===== src/rtl/np_pkg.sv =====
// Package: shared constants and types for the note player.
// Assumes a fixed 16 cells per column and four tone channels.
package np_pkg;
    localparam int CELLS = 16;
    localparam int CHANS = 4;
    localparam int CELL_W = 4;

    typedef enum logic [1:0] {
        ST_IDLE = 2'd0,
        ST_FILL = 2'd1,
        ST_PLAY = 2'd2
    } np_state_e;
endpackage


===== src/rtl/np_col_fetch.sv =====
// Module: column sequencer. It waits for play, then reads 16 cells of a column
// one per clock into a register, and times the slots of SLOT_CLKS clocks.
// Assumes RAM read latency of one clock and SLOT_CLKS >= 18.
module np_col_fetch
    import np_pkg::*;
#(
    parameter int COL_W     = 4,
    parameter int SLOT_CLKS = 7_500_000
) (
    input  logic                    clk,
    input  logic                    rst_n,
    input  logic                    play_btn,
    input  logic                    rd_data,
    output logic                    playing,
    output logic                    slot_start,
    output logic [CELLS-1:0]        cells,
    output logic [COL_W+CELL_W-1:0] rd_addr
);
    localparam int SLOT_W = (SLOT_CLKS > 1) ? $clog2(SLOT_CLKS) : 1;

    np_state_e           state;
    logic [COL_W-1:0]    fcol;
    logic [CELL_W:0]     fidx;
    logic                cap_v;
    logic [CELL_W-1:0]   cap_i;
    logic [SLOT_W-1:0]   slot_cnt;

    // Purpose: flag the edge at which a new slot starts.
    always_comb begin
        slot_start = ((state == ST_FILL) && (fidx == 5'(CELLS)) && !cap_v) ||
                     ((state == ST_PLAY) && (slot_cnt == SLOT_W'(SLOT_CLKS - 1)));
    end

    assign playing = (state != ST_IDLE);
    assign rd_addr = {fcol, fidx[CELL_W-1:0]};

    // Purpose: issue cell reads, capture returning data and step slots.
    always_ff @(posedge clk) begin
        if (!rst_n) begin
            state    <= ST_IDLE;
            fcol     <= '0;
            fidx     <= 5'(CELLS);
            cap_v    <= 1'b0;
            cap_i    <= '0;
            slot_cnt <= '0;
            cells    <= '0;
        end else begin
            cap_v <= 1'b0;
            if (state != ST_IDLE && fidx < 5'(CELLS)) begin
                fidx  <= fidx + 5'd1;
                cap_v <= 1'b1;
                cap_i <= fidx[CELL_W-1:0];
            end
            if (cap_v) begin
                cells[cap_i] <= rd_data;
            end
            case (state)
                ST_IDLE: begin
                    if (play_btn) begin
                        state <= ST_FILL;
                        fidx  <= '0;
                        fcol  <= '0;
                    end
                end
                ST_FILL: begin
                    if (slot_start) begin
                        state    <= ST_PLAY;
                        slot_cnt <= '0;
                        fcol     <= fcol + 1'b1;
                        fidx     <= '0;
                    end
                end
                default: begin
                    if (slot_start) begin
                        slot_cnt <= '0;
                        fcol     <= fcol + 1'b1;
                        fidx     <= '0;
                    end else begin
                        slot_cnt <= slot_cnt + 1'b1;
                    end
                end
            endcase
        end
    end
endmodule


===== src/rtl/np_note_alloc.sv =====
// Module: picks the four lowest-numbered live cells of a column, in ascending
// order, for channels 0..3. Purely combinational; extra live cells are dropped.
module np_note_alloc
    import np_pkg::*;
(
    input  logic [CELLS-1:0]             cells,
    output logic [CHANS-1:0]             valid,
    output logic [CHANS-1:0][CELL_W-1:0] note
);
    logic [2:0] k;

    // Purpose: scan cells upward and fill channels in order.
    always_comb begin
        valid = '0;
        note  = '0;
        k     = '0;
        for (int i = 0; i < CELLS; i++) begin
            if (cells[i] && k < 3'(CHANS)) begin
                valid[k[1:0]] = 1'b1;
                note[k[1:0]]  = CELL_W'(i);
                k             = k + 3'd1;
            end
        end
    end
endmodule


===== src/rtl/np_tone_gen.sv =====
// Module: one square-wave channel. It restarts low at each slot start and
// flips every `half` clocks while enabled. Assumes half >= 1.
module np_tone_gen #(
    parameter int CNT_W = 18
) (
    input  logic             clk,
    input  logic             rst_n,
    input  logic             restart,
    input  logic             enable,
    input  logic [CNT_W-1:0] half,
    output logic             wave
);
    logic [CNT_W-1:0] cnt;

    // Purpose: count clocks and flip the output at the half-period.
    always_ff @(posedge clk) begin
        if (!rst_n || restart || !enable) begin
            cnt  <= '0;
            wave <= 1'b0;
        end else if (cnt == half - 1'b1) begin
            cnt  <= '0;
            wave <= ~wave;
        end else begin
            cnt <= cnt + 1'b1;
        end
    end
endmodule


===== src/rtl/sq_note_player.sv =====
// Module: top of the four-channel note player. It owns the RAM address mux,
// latches channel assignments at slot starts and drives four tone channels.
// Assumes a 1-clock synchronous RAM read and HALF_BASE > 15*HALF_STEP.
module sq_note_player
    import np_pkg::*;
#(
    parameter int COL_W     = 4,
    parameter int SLOT_CLKS = 7_500_000,
    parameter int HALF_BASE = 170_000,
    parameter int HALF_STEP = 8_000
) (
    input  logic                    clk,
    input  logic                    rst_n,
    input  logic                    play_btn,
    input  logic [COL_W+3:0]        ld_addr,
    output logic [COL_W+3:0]        ram_addr,
    input  logic                    ram_rdata,
    output logic [CHANS-1:0]        tone_out
);
    localparam int CNT_W = $clog2(HALF_BASE + 1);

    logic                             playing;
    logic                             slot_start;
    logic [CELLS-1:0]                 cells;
    logic [COL_W+3:0]                 rd_addr;
    logic [CHANS-1:0]                 nxt_valid;
    logic [CHANS-1:0][CELL_W-1:0]     nxt_note;
    logic [CHANS-1:0]                 ch_valid;
    logic [CHANS-1:0][CELL_W-1:0]     ch_note;

    np_col_fetch #(
        .COL_W     (COL_W),
        .SLOT_CLKS (SLOT_CLKS)
    ) u_fetch (
        .clk        (clk),
        .rst_n      (rst_n),
        .play_btn   (play_btn),
        .rd_data    (ram_rdata),
        .playing    (playing),
        .slot_start (slot_start),
        .cells      (cells),
        .rd_addr    (rd_addr)
    );

    np_note_alloc u_alloc (
        .cells (cells),
        .valid (nxt_valid),
        .note  (nxt_note)
    );

    // Purpose: hand the RAM address bus to the player once playing.
    always_comb begin
        case (playing)
            1'b1:    ram_addr = rd_addr;
            default: ram_addr = ld_addr;
        endcase
    end

    // Purpose: hold channel assignments for the length of a slot.
    always_ff @(posedge clk) begin
        if (!rst_n) begin
            ch_valid <= '0;
            ch_note  <= '0;
        end else if (slot_start) begin
            ch_valid <= nxt_valid;
            ch_note  <= nxt_note;
        end
    end

    for (genvar g = 0; g < CHANS; g++) begin : g_chan
        logic [CNT_W-1:0] half;

        // Purpose: map the cell number to its half-period in clocks.
        always_comb begin
            half = CNT_W'(HALF_BASE) - CNT_W'(ch_note[g]) * CNT_W'(HALF_STEP);
        end

        np_tone_gen #(
            .CNT_W (CNT_W)
        ) u_tone (
            .clk     (clk),
            .rst_n   (rst_n),
            .restart (slot_start),
            .enable  (ch_valid[g]),
            .half    (half),
            .wave    (tone_out[g])
        );
    end
endmodule


===== config.mk =====
export PLATFORM = sky130hd
export DESIGN_NAME = sq_note_player
export DESIGN_NICKNAME = d
export VERILOG_FILES = /design/src/rtl/np_pkg.sv /design/src/rtl/np_col_fetch.sv /design/src/rtl/np_note_alloc.sv /design/src/rtl/np_tone_gen.sv /design/src/rtl/sq_note_player.sv
export SDC_FILE = /design/constraint.sdc
export NUM_CORES = 1
export LEC_CHECK = 0
export BUFFER_PORTS_ARGS = -buffer_cell sky130_fd_sc_hd__buf_2
export CELL_PAD_IN_SITES_DETAIL_PLACEMENT = 2
export CELL_PAD_IN_SITES_GLOBAL_PLACEMENT = 2
export CORE_MARGIN = 2
export CORE_UTILIZATION = 40
export DETAILED_ROUTE_END_ITERATION = 10
export GPL_TIMING_DRIVEN = 0
export PLACE_DENSITY_LB_ADDON = 0.25
export SETUP_SLACK_MARGIN = 0.2
export SYNTH_ARGS = -nofsm -noshare
export SYNTH_HDL_FRONTEND = slang
export SYNTH_HIERARCHICAL = 1
export SYNTH_SLANG_ARGS = --single-unit

===== constraint.sdc =====
create_clock -name clk -period 13 [get_ports clk]
set_input_delay 1.95 -clock clk [delete_from_list [all_inputs] [get_ports clk]]
set_output_delay 1.95 -clock clk [all_outputs]
set_load 0.005 [all_outputs]

==> results.sh <==
export IMPL_final_setup_viol_count=0
export IMPL_drive_above_1_share_pct=8.85
export IMPL_grt_pass1_vias=15300
export IMPL_syn_avg_cell_area_um2=8.19
export IMPL_intPower_mw=0.786
export IMPL_antenna_found_initial=0
export IMPL_cts_path_max_buffers=2
export IMPL_final_nets=2115
export IMPL_period_share_pct=91.1
export IMPL_hold_viol_final=0
export IMPL_cts_root_buffer="clkbuf_16"
export IMPL_cp_required_ns=13.39
export IMPL_ys_types=95
export IMPL_grt_max_degree=17
export IMPL_crit_family="compound AO/OA/AOI/OAI gates"
export IMPL_pwr_share_seq_pct=43.4
export IMPL_dr_pass1_iters=5
export IMPL_routedWlPerCell_um=19.3
export IMPL_synth_top_area_share_pct=20.5
export IMPL_dieArea_um2=38400
export IMPL_drv_cap=0
export IMPL_vias=13700
export IMPL_cts_inserted_buffers=17
export IMPL_routabilityCongestion=0.833
export IMPL_layout_common_cells="nor2_1, dfxtp_1, xnor2_1"
export IMPL_cpPeakStageDelay_ns=0.43
export IMPL_drt_iter0_drc=471
export IMPL_synthArstFlopShare_pct=0
export IMPL_synth_seq_area_share_pct=20.5
export IMPL_postCtsSetupBuffers=0
export IMPL_gr_total_overflow=0
export IMPL_crit_top_cell="ha_1"
export IMPL_final_common_cell="nor2_1"
export IMPL_status="finished, final reports clean"
export IMPL_cts_sinks=151
export IMPL_ir_worst_vdd_v=0.0000976
export IMPL_rows=70
export IMPL_die_h_um=196
export IMPL_yosys_area_top_type="dfxtp_1"
export IMPL_whs_ns=0.491
export IMPL_p_comb_share_pct=8.5
export IMPL_worst_path_max_delay_cell="dfxtp_1"
export IMPL_path_depth=53
export IMPL_pwr_share_clk_pct=48.1
export IMPL_crit_fanout=10
export IMPL_hold_path_depth=2
export IMPL_dp_hpwl_um=35900
export IMPL_fin_crit_ns=11.85
export IMPL_hp_class="reg2reg"
export IMPL_ys_warn_count=6
export IMPL_synth_edf_count=0
export IMPL_port_buffers=23
export IMPL_synth_area_leaders="dfxtp_1, ha_1, xnor2_1"
export IMPL_totalWireLength_um=47000
export IMPL_die_x_um=196
export IMPL_end_kind="flop"
export IMPL_grt_usage_pct=25.2
export IMPL_area_delta_synth_final_pct=11.8
export IMPL_relSlewSlack_pct=14.6
export IMPL_cts_tree="yes"
export IMPL_grt_pass1_wl_um=79000
export IMPL_swShare_pct=27.1
export IMPL_worstPathArrival_ns=12.24
export IMPL_postRouteAntennaNets=0
export IMPL_coreArea_um2=36400
export IMPL_cts_hold_buffers=0
export IMPL_h_tree_depth=4
export IMPL_syn_inst=1800
export IMPL_tns_ns=0
export IMPL_insertion_delay_ns=0.47
export IMPL_clk_pin_slew_ns=0.08
export IMPL_final_max_slew_viol_count=0
export IMPL_ys_flop_type="dfxtp_1"
export IMPL_p_sw_mw=0.293
export IMPL_rsz0062_at_grt="no"
export IMPL_drc=0
export IMPL_p_leak_nw=6.53
export IMPL_crit_type="reg2reg"
export IMPL_via_per_inst=5.62
export IMPL_fin_skew_ns=0.0152
export IMPL_synth_cell_area_um2=14700
export IMPL_max_freq_mhz=84.4
export IMPL_ys_ff_latch=151
export IMPL_ios=24
export IMPL_critPathLaunchType="flop"
export IMPL_worst_path_buf_inv=7
export IMPL_tightest_slew_ns=1.27
export IMPL_diodes=0
export IMPL_powerDensity_nw_per_um2=65.5
export IMPL_initial_utilization_pct=40.5
export IMPL_fillers=4183
export IMPL_r2r_worst_path_cells=53
-- cell type report --
cell class	count	area (um2)	area share [%]
buffer	56	308	1.87
clock buffer	19	433	2.63
clock inverter	13	146	0.888
inverter	109	409	2.48
multi-input combinational	1594	11500	69.5
sequential	151	3020	18.3
tap	468	586	3.55
timing repair buffer	23	115	0.698
-- state kept, by name (all words and copies together), names as in the netlist, 2 cells and up --
name,flops
g_chan.u_tone/wave,4
u_fetch/fcol,4
ch_note,16
u_fetch/cap_i,4
u_fetch/fidx,5
u_fetch/cells,16
g_chan.u_tone/cnt,72
ch_valid,4
u_fetch/state,2
u_fetch/slot_cnt,23
-- repair_timing --
action,in CTS,in global routing
hold endpoints to repair,0,0
endpoints found under the setup margin,3,20
gates resized for setup,1,10
-- layer usage --
layer  vias to the layer above  GRT usage (%)  routed length, um
li1                       6598              -                  -
met1                      6898           29.5              20500
met2                       113           48.3              25100
met3                        58           3.03                664
met4                         0           6.68                826
met5                         -              0                  0
-- cell usage after synthesis (7+ instances only) --
cell,instances
buf_6,9
and2_1,12
a21oi_1,62
a21o_1,19
o211a_1,8
mux2i_1,32
nand4_1,53
nor2b_1,35
a31oi_1,15
nand2_1,126
nor3b_1,13
a21boi_0,20
o31ai_1,9
o211ai_1,10
a22o_1,7
clkbuf_1,32
a32oi_1,8
nand2b_1,26
nand3b_1,9
o22ai_1,14
nand3_1,84
o21ai_0,54
or2_2,7
dfxtp_1,151
nor2_1,186
xnor2_1,137
fa_1,29
a22oi_1,9
ha_1,122
and3_1,19
a211oi_1,7
a211o_1,10
buf_2,11
xor2_1,79
or4_1,14
or4b_1,11
nor3_1,43
nor4_1,14
mux2_2,12
or3_1,17
and4_1,11
inv_1,107
or4_4,8
-- logic make-up after synthesis --
group	synth area share, %
xor gates and xnor gates	14.2
and+or+nand+nor	27.1
muxes	3.52
AOI/OAI and AO/OA	15.5
buffers and inverters	4.86
other	0.0509
adders and majority gates	14.3
DFF	20.5
-- path summary, 6_finish.rpt --
path | from | endpoint | slack, ns
worst min register to register | u_fetch/cells[10] | u_fetch/cells[10] | 0.49
worst max-delay path | u_fetch/cells[1] | ch_valid[1] | 1.15
worst max register to register | u_fetch/cells[1] | ch_valid[1] | 1.15
worst min-delay path | u_fetch/cells[10] | u_fetch/cells[10] | 0.49
-- power groups by stage --
stage | sequential (mW) | clock, mW | combinational [mW]
after CTS | 0.468 | 0.534 | 0.0878
after global placement | 0.479 | 0 | 0.0839
after global routing | 0.469 | 0.553 | 0.102
after detailed placement | 0.479 | 0 | 0.0871
final | 0.469 | 0.519 | 0.0913
after floorplan | 0.478 | 0 | 0.0643
-- stage by stage --
stage               area, um2  power, mW  instances  setup slack [ns]  utilization [%]
floorplan               15200      0.542       1910              2.77                -
global placement        15900      0.563       2401             0.699             43.5
detailed placement      15900      0.566       2401             0.228             43.5
CTS                     16400       1.09       2433             0.326             45.1
global route            16500       1.12       2433             0.193             45.2
finish                  16500       1.08       2433              1.15             45.2
-- worst register-to-register path: cells and delay by family, from the launching register on --
family | cells | cell delay [ns]
adders and majority gates | 11 | 3.13
AOI/OAI and AO/OA | 16 | 3.63
muxes | 2 | 0.39
and+or+nand+nor | 16 | 2.87
xor gates and xnor gates | 1 | 0.27
DFF | 1 | 0.43
buffers and inverters | 7 | 1.07
Power figures use the tool's default switching activity.
